**src/rtl/dround_pkg.sv**
```systemverilog
package dround_pkg;

    typedef enum logic [1:0] {
        RM_NEAREST = 2'b00,
        RM_TOZERO  = 2'b01,
        RM_DOWN    = 2'b10,
        RM_UP      = 2'b11
    } rmode_e;

endpackage

```
**src/rtl/dround_decide.sv**
```systemverilog
// Round-up decision from the guard, round and sticky bits and the mode.
module dround_decide
    import dround_pkg::*;
(
    input  rmode_e mode,
    input  logic   sign,
    input  logic   guard,
    input  logic   rbit,
    input  logic   sticky,
    input  logic   lsb,
    output logic   inc,
    output logic   inexact
);

    logic lost;

    always_comb begin
        lost    = guard | rbit | sticky;
        inexact = lost;
        inc     = 1'b0;
        if (lost) begin
            unique case (mode)
                RM_NEAREST: inc = guard & (rbit | sticky | lsb);
                RM_TOZERO:  inc = 1'b0;
                RM_DOWN:    inc = sign;
                RM_UP:      inc = ~sign;
            endcase
        end
    end

endmodule

```
**src/rtl/dround_ovf.sv**
```systemverilog
// Overflow target: infinity (1) or largest finite magnitude (0).
module dround_ovf
    import dround_pkg::*;
(
    input  rmode_e mode,
    input  logic   sign,
    output logic   to_inf
);

    always_comb begin
        unique case (mode)
            RM_NEAREST: to_inf = 1'b1;
            RM_TOZERO:  to_inf = 1'b0;
            RM_DOWN:    to_inf = sign;
            RM_UP:      to_inf = ~sign;
        endcase
    end

endmodule

```
**src/rtl/dround_incr.sv**
```systemverilog
// Word-sliced incrementer with a rippled carry between the slices.
module dround_incr #(
    parameter int W      = 64,
    parameter int WORD_W = 16
) (
    input  logic [W-1:0] a,
    input  logic         cin,
    output logic [W-1:0] y,
    output logic         cout
);

    localparam int NW = (W + WORD_W - 1) / WORD_W;

    logic [NW:0] c;

    assign c[0] = cin;

    for (genvar i = 0; i < NW; i++) begin : g_word
        localparam int LO = i * WORD_W;
        localparam int HI = ((i + 1) * WORD_W > W) ? W - 1 : (i + 1) * WORD_W - 1;
        localparam int WW = HI - LO + 1;

        logic [WW:0] s;

        assign s         = {1'b0, a[HI:LO]} + {{WW{1'b0}}, c[i]};
        assign y[HI:LO]  = s[WW-1:0];
        assign c[i+1]    = s[WW];
    end

    assign cout = c[NW];

endmodule

```
**src/rtl/dround_unit.sv**
```systemverilog
module dround_unit
    import dround_pkg::*;
#(
    parameter int KEEP_W  = 64,
    parameter int WORD_W  = 16,
    parameter bit REG_OUT = 1'b1
) (
    input  logic              clk,
    input  logic              rst_n,
    input  logic              in_valid,
    input  logic [1:0]        rnd_mode,
    input  logic              val_sign,
    input  logic [KEEP_W+1:0] mant_in,
    input  logic              sticky_in,
    input  logic              ovf_sign,
    output logic              out_valid,
    output logic [KEEP_W-1:0] mant_out,
    output logic              rounded_up,
    output logic              inexact,
    output logic              carry_out,
    output logic              ovf_to_inf
);

    localparam int IN_W = KEEP_W + 2;

    rmode_e            mode;
    logic [KEEP_W-1:0] kept;
    logic              g_bit;
    logic              r_bit;
    logic              inc_c;
    logic              inexact_c;
    logic [KEEP_W-1:0] sum_c;
    logic              carry_c;
    logic              to_inf_c;

    assign mode  = rmode_e'(rnd_mode);
    assign kept  = mant_in[IN_W-1:2];
    assign g_bit = mant_in[1];
    assign r_bit = mant_in[0];

    dround_decide u_decide (
        .mode    (mode),
        .sign    (val_sign),
        .guard   (g_bit),
        .rbit    (r_bit),
        .sticky  (sticky_in),
        .lsb     (kept[0]),
        .inc     (inc_c),
        .inexact (inexact_c)
    );

    dround_incr #(.W(KEEP_W), .WORD_W(WORD_W)) u_incr (
        .a    (kept),
        .cin  (inc_c),
        .y    (sum_c),
        .cout (carry_c)
    );

    dround_ovf u_ovf (
        .mode   (mode),
        .sign   (ovf_sign),
        .to_inf (to_inf_c)
    );

    if (REG_OUT) begin : g_reg
        always_ff @(posedge clk or negedge rst_n) begin
            if (!rst_n) begin
                out_valid  <= 1'b0;
                mant_out   <= '0;
                rounded_up <= 1'b0;
                inexact    <= 1'b0;
                carry_out  <= 1'b0;
                ovf_to_inf <= 1'b0;
            end else begin
                out_valid <= in_valid;
                if (in_valid) begin
                    mant_out   <= sum_c;
                    rounded_up <= inc_c;
                    inexact    <= inexact_c;
                    carry_out  <= carry_c;
                    ovf_to_inf <= to_inf_c;
                end
            end
        end

        p_latency_r8: assert property (@(posedge clk) disable iff (!rst_n)
            1'b1 |=> out_valid == $past(in_valid));
        p_hold_r8: assert property (@(posedge clk) disable iff (!rst_n)
            !in_valid |=> $stable(mant_out) && $stable(inexact));
    end else begin : g_comb
        assign out_valid  = in_valid;
        assign mant_out   = sum_c;
        assign rounded_up = inc_c;
        assign inexact    = inexact_c;
        assign carry_out  = carry_c;
        assign ovf_to_inf = to_inf_c;
    end

    p_exact_trunc_r2: assert property (@(posedge clk) disable iff (!rst_n)
        (!g_bit && !r_bit && !sticky_in) |-> (!inc_c && sum_c == kept && !inexact_c));
    p_near_guard_r4: assert property (@(posedge clk) disable iff (!rst_n)
        (mode == RM_NEAREST && !g_bit) |-> !inc_c);
    p_tozero_r5: assert property (@(posedge clk) disable iff (!rst_n)
        (mode == RM_TOZERO) |-> !inc_c);
    p_carry_wrap_r6: assert property (@(posedge clk) disable iff (!rst_n)
        carry_c |-> (inc_c && sum_c == '0 && (&kept)));
    p_ovf_tozero_r7: assert property (@(posedge clk) disable iff (!rst_n)
        (mode == RM_TOZERO) |-> !to_inf_c);

endmodule

```
**config.mk**
```make
export PLATFORM = sky130hd
export DESIGN_NAME = dround_unit
export DESIGN_NICKNAME = d
export VERILOG_FILES = /design/src/rtl/dround_pkg.sv /design/src/rtl/dround_decide.sv /design/src/rtl/dround_ovf.sv /design/src/rtl/dround_incr.sv /design/src/rtl/dround_unit.sv
export SDC_FILE = /design/constraint.sdc
export NUM_CORES = 1
export LEC_CHECK = 0
export BUFFER_PORTS_ARGS = -buffer_cell sky130_fd_sc_hd__buf_2
export CORE_MARGIN = 2
export CORE_UTILIZATION = 53
export DETAILED_ROUTE_END_ITERATION = 12
export PLACE_DENSITY = 0.95
export SLEW_MARGIN = 15
export SYNTH_ARGS = -nofsm -noshare
export SYNTH_HDL_FRONTEND = slang
export SYNTH_SLANG_ARGS = --single-unit
export TNS_END_PERCENT = 1
```
**constraint.sdc**
```tcl
create_clock -name clk -period 2.1 [get_ports clk]
set_input_delay 0.105 -clock clk [delete_from_list [all_inputs] [get_ports clk]]
set_output_delay 0.105 -clock clk [all_outputs]
set_load 0.02 [all_outputs]
```
# After elaboration in Yosys (flattened, before gate mapping)
# Cells that the tools add are included.
# classes
magnitude_cmp	0
addsub	4
muxes	3
n_mul	0
eq_ne	3
n_reduce_logical	1
bitwise_logic	7
n_shift	0
div_mod_pow	0
# op_table
operator	n
16-bit by 1-bit adder with 17-bit output	4
1-bit case mux with 4 select lines	2
2-bit == test, second input constant	2
1-bit bitwise OR	4
2-bit by 1-bit == test with 1-bit output, second input constant	1
2-bit logical NOT	1
1-bit NOT	2
1-bit bitwise AND	1
1-bit two-way mux	1
# totals
ff_bits	69
latch_bits	0
ramBits	0
rom_bits	0
memories	0

# Longest topological paths before layout
# logic_depth
depth_word	9
ltp_mapped	24
ltp_nobuf	24

# By module
# From an unflattened synthesis, not the netlist that was laid out.
# hier_totals
cells_unflattened	330
area_unflattened_um2	4057.6
# modules_own_cells
mod	seq_area_each_um2	area_each_um2	n_inst	cells_each
dround_unit	1726.7	2640.0	1	145
dround_incr	0.0	1352.5	1	176
dround_decide	0.0	42.5	1	7
dround_ovf	0.0	22.5	1	2

# Worst setup path before layout
# OpenSTA, ideal clock, no wires.
# synth_timing
kind	input-to-reg
from	in rnd_mode[1]
to	reg mant_out[63]
arrival_ps	4944
setup_ps	82
cell_stages	24
slack_ps	-2926
path_cell_list	nor3b_1 -> a21oi_1 -> o221a_2 -> ha_1 -> ha_1 -> nand3_1 -> nor2_1 -> nand2_1 -> nor3_1 -> ha_1 -> ha_1 -> nand4_1 -> or3_1 -> nor3_1 -> ha_1 -> ha_1 -> nand4_1 -> nor4_1 -> and3_1 -> ha_1 -> nand4_4 -> or4_1 -> or3_1 -> a31oi_1
# synth_between
elab_chain_cells	7
# synth_rtl
item	line_no	rtl
start: declaration	dround_unit.sv:11	input logic [1:0] rnd_mode,
2-bit == test (tied with other cells)	dround_decide.sv:22	unique case (mode)
1-bit case mux with 4 select lines *	dround_decide.sv:22	
1-bit two-way mux *	dround_decide.sv:21	if (lost) begin
net inc_c	dround_unit.sv:30	logic inc_c;
16-bit by 1-bit adder with 17-bit output * (4 in series)	dround_incr.sv:25	assign s = {1'b0, a[HI:LO]} + {{WW{1'b0}}, c[i]};
end signal: assignment	dround_unit.sv:77	mant_out <= sum_c;
end: declaration	dround_unit.sv:17	output logic [KEEP_W-1:0] mant_out,
# Mark *: on every way through the listed nets, which the timed path passes. The rest lies on a longest branch.
# A chain may end at the register's enable or synchronous reset.

# Worst setup path in the final report
# layout_timing
from	in rnd_mode[1]
to	reg mant_out[46]
# layout_between
elab_chain_cells	6
# layout_rtl
item	line_no
2-bit == test (tied with other cells)	dround_decide.sv:22
1-bit case mux with 4 select lines *	dround_decide.sv:22
1-bit two-way mux *	dround_decide.sv:21
net inc_c	dround_unit.sv:30
16-bit by 1-bit adder with 17-bit output * (3 in series)	dround_incr.sv:25
# Marked as above.

==> run metrics <==
status finished with violations; failing checks setup timing; syn avg cell area 9.09 um2; CP Capture Type flop; WL/cell about 17 um; aggregate global routing overflow 0; clock-pin slew on the worst setup and hold paths 0.08 ns; fin crit share 209%; DR vias/cell 5.59; GR Util All Layers about 30%; Top cell by count, worst path buf_4; port bufs 142; area used by multi-input combinational logic between 2000 and 2500 um2; min-delay worst type input pin to flop; RSZ-0062 raised after global routing yes; PnR worst setup slack -2.29 ns; max incr delay on CP 0.35 ns; Initial DRC Count 188; final hold violation count 0; EDFF count, synth 0; worst-skew pair later-pin latency between 0.3 and 0.4 ns; syn nets 484; CP Max Fanout 3; pre-CTS setup slack -2.68 ns; Ant. Diodes 0; Die Footprint about 7600 um2; Worst Skew 0 ns; fin util between 80% and 90%; Ys Warns 0; die width 87.1 um; DP Wirelength approximately 7.8 mm; drt first pass iters 4; flops & latches, synth 69; Synth async-reset ratio 100%; PD cells between 600 and 700 nW/um2; Bufs on Longest Clock Path 2; CP arrival 4.59 ns; initial antenna violation count 0; routed wire length 11.8 mm; MaxCap Viol Count 0; slowest CP cell or3_1; Ports around 140; Peak Freq ~230 MHz; FF+latch area 1730 um2; WP buf/inv 14; Die H ~87 um; CP Launch Type input pin; total CTS buffers 9; share of layout cells above drive strength 1 46.6%; Core ar. 6720 um2; DR vias 3938; P&R area growth vs syn 53.0%; FILL cells 375; fin crit period ~4.4 ns; CTS Root Cell clkbuf_8; CP Class input pin to flop; synthesized instance count 402; Synth cell types 31; first-pass GRT wire length 17.8 mm; post-route ant nets 0; vias in the first global route 3883; Rows 30; Leakage 2.52 nW; worst slew pin tran 0.643 ns; dominant synthesized flop cell dfrtp_1; Slew Limit Headroom 57.1%; Final #Nets 702; largest net degree at the start of global routing 70; clock sinks 69; H-tree level count 3; register area share after synthesis a little under half; Peak supply drop 0.000523 V; Netlist Area Pre-Place 3660 um2; max-slew violation count 0; commonest non-fill, non-tap cells in the layout buf_2 (141), buf_4 (73), dfrtp_1 (69); top cell family by delay on the critical path simple AND/OR/NAND/NOR gates; gpl congestion 0.974; Initial Utilization 54.4%; endpoints failing setup 44; most common cell after layout, fill and taps aside buf_2; Post-route DRC 0; CTS tree yes; Worst Path Required 2.31 ns
[metrics by stage]
| step | cell area (um2) | power, W | setup TNS [ns] | instances | hold WS, ns |
|---|---|---|---|---|---|
| 4_1_cts | 5530 | 0.00348 | -49.36 | 704 | 0.0346 |
| 5_1_grt | 5590 | 0.00362 | -59.81 | 705 | 0.0773 |
| 2_1_floorplan | 3750 | 0.00192 | -53.69 | 402 | -0.191 |
| 3_3_place_gp | 5000 | 0.00228 | -62.65 | 672 | 0.152 |
| 6_report | 5590 | 0.00349 | -49.35 | 705 | 0.0563 |
| 3_5_place_dp | 5000 | 0.00232 | -68.75 | 672 | 0.158 |
[path summary, 6_finish.rpt]
kind	startpoint	cells after the start	slack [ns]	to
min in group asynchronous	rst_n	3	0.29	mant_out[53]
setup reg to reg	mant_out[48]	1	1.32	mant_out[48]
setup / recovery	rnd_mode[1]	34	-2.29	mant_out[46]
max in group asynchronous	rst_n	3	1.48	mant_out[18]
hold / removal	mant_in[65]	3	0.06	carry_out
hold reg to reg	ovf_to_inf	1	0.51	ovf_to_inf
[tightest hold or removal path: cells and delay by family]
family / cells / cell delay (ns)
and+or+nand+nor: 1 / 0.09
AOI/OAI and AO/OA: 1 / 0.06
buffers and inverters: 1 / 0.12
[logic make-up after synthesis]
| family | count (synthesis) | share of synthesized area (%) |
|---|---|---|
| flip-flops | 69 | 47.2 |
| buffers and inverters | 34 | 3.49 |
| multiplexers | 9 | 2.77 |
| XOR/XNOR | 52 | 12.5 |
| AND/OR/NAND/NOR | 163 | 21.4 |
| adder cells (fa/ha/maj) | 8 | 2.74 |
| AO/OA/AOI/OAI | 67 | 9.96 |
[what timing repair did]
| action | 4_1_cts | 5_1_grt |
|---|---|---|
| buffers inserted | 15 | 1 |
| endpoints found under the setup margin | 44 | 45 |
| pin swaps | 23 | 9 |
| endpoints found under the hold margin | 69 | 0 |
| resized for setup | 37 | 10 |
| hold buffers | 1 | 0 |
[registers in the layout (all words and copies together), names as in the netlist]
signal and count:
carry_out 1, inexact 1, mant_out 64, out_valid 1, ovf_to_inf 1, rounded_up 1
[layout make-up]
class | instances | share of cell area (%)
flip-flops and latches | 69 | 30.9
repair buffers | 221 | 24.1
clock buffers | 13 | 3.02
inverters | 20 | 1.34
well taps | 80 | 1.79
clock inverters | 3 | 0.761
multi-input cells | 299 | 38.1
[per-layer routing]
metal	global-route usage [%]	share of wire (%)	wire length (um)	vias up
li1	-	-	-	1835
met1	34.3	38	4530	1889
met2	51.8	52	6180	177
met3	4.64	5.4	631	37
met4	17.8	3.7	439	0
met5	0	0	0	-
[cells in the mapped netlist (all sizes together), types with 9 or more instances]
cell type | instances | share of area, %
nand4 | 16 | 3.1
nor3 | 19 | 2.6
a21oi | 53 | 7.3
xor2 | 10 | 2.4
inv | 20 | 2.1
nand2 | 15 | 1.5
nor4 | 14 | 2.4
nand3 | 19 | 2.6
mux2 | 9 | 2.8
nor2 | 70 | 7.2
dfrtp | 69 | 47
xnor2 | 42 | 10
[power by group]
part | leakage (nW) | switching (W) | internal (W)
Clock | 0.106 | 0.000512 | 0.000645
Sequential | 0.776 | 0.0000689 | 0.00145
Combinational | 1.64 | 0.000498 | 0.000317
Note: power is estimated with default switching activity, not from simulation.
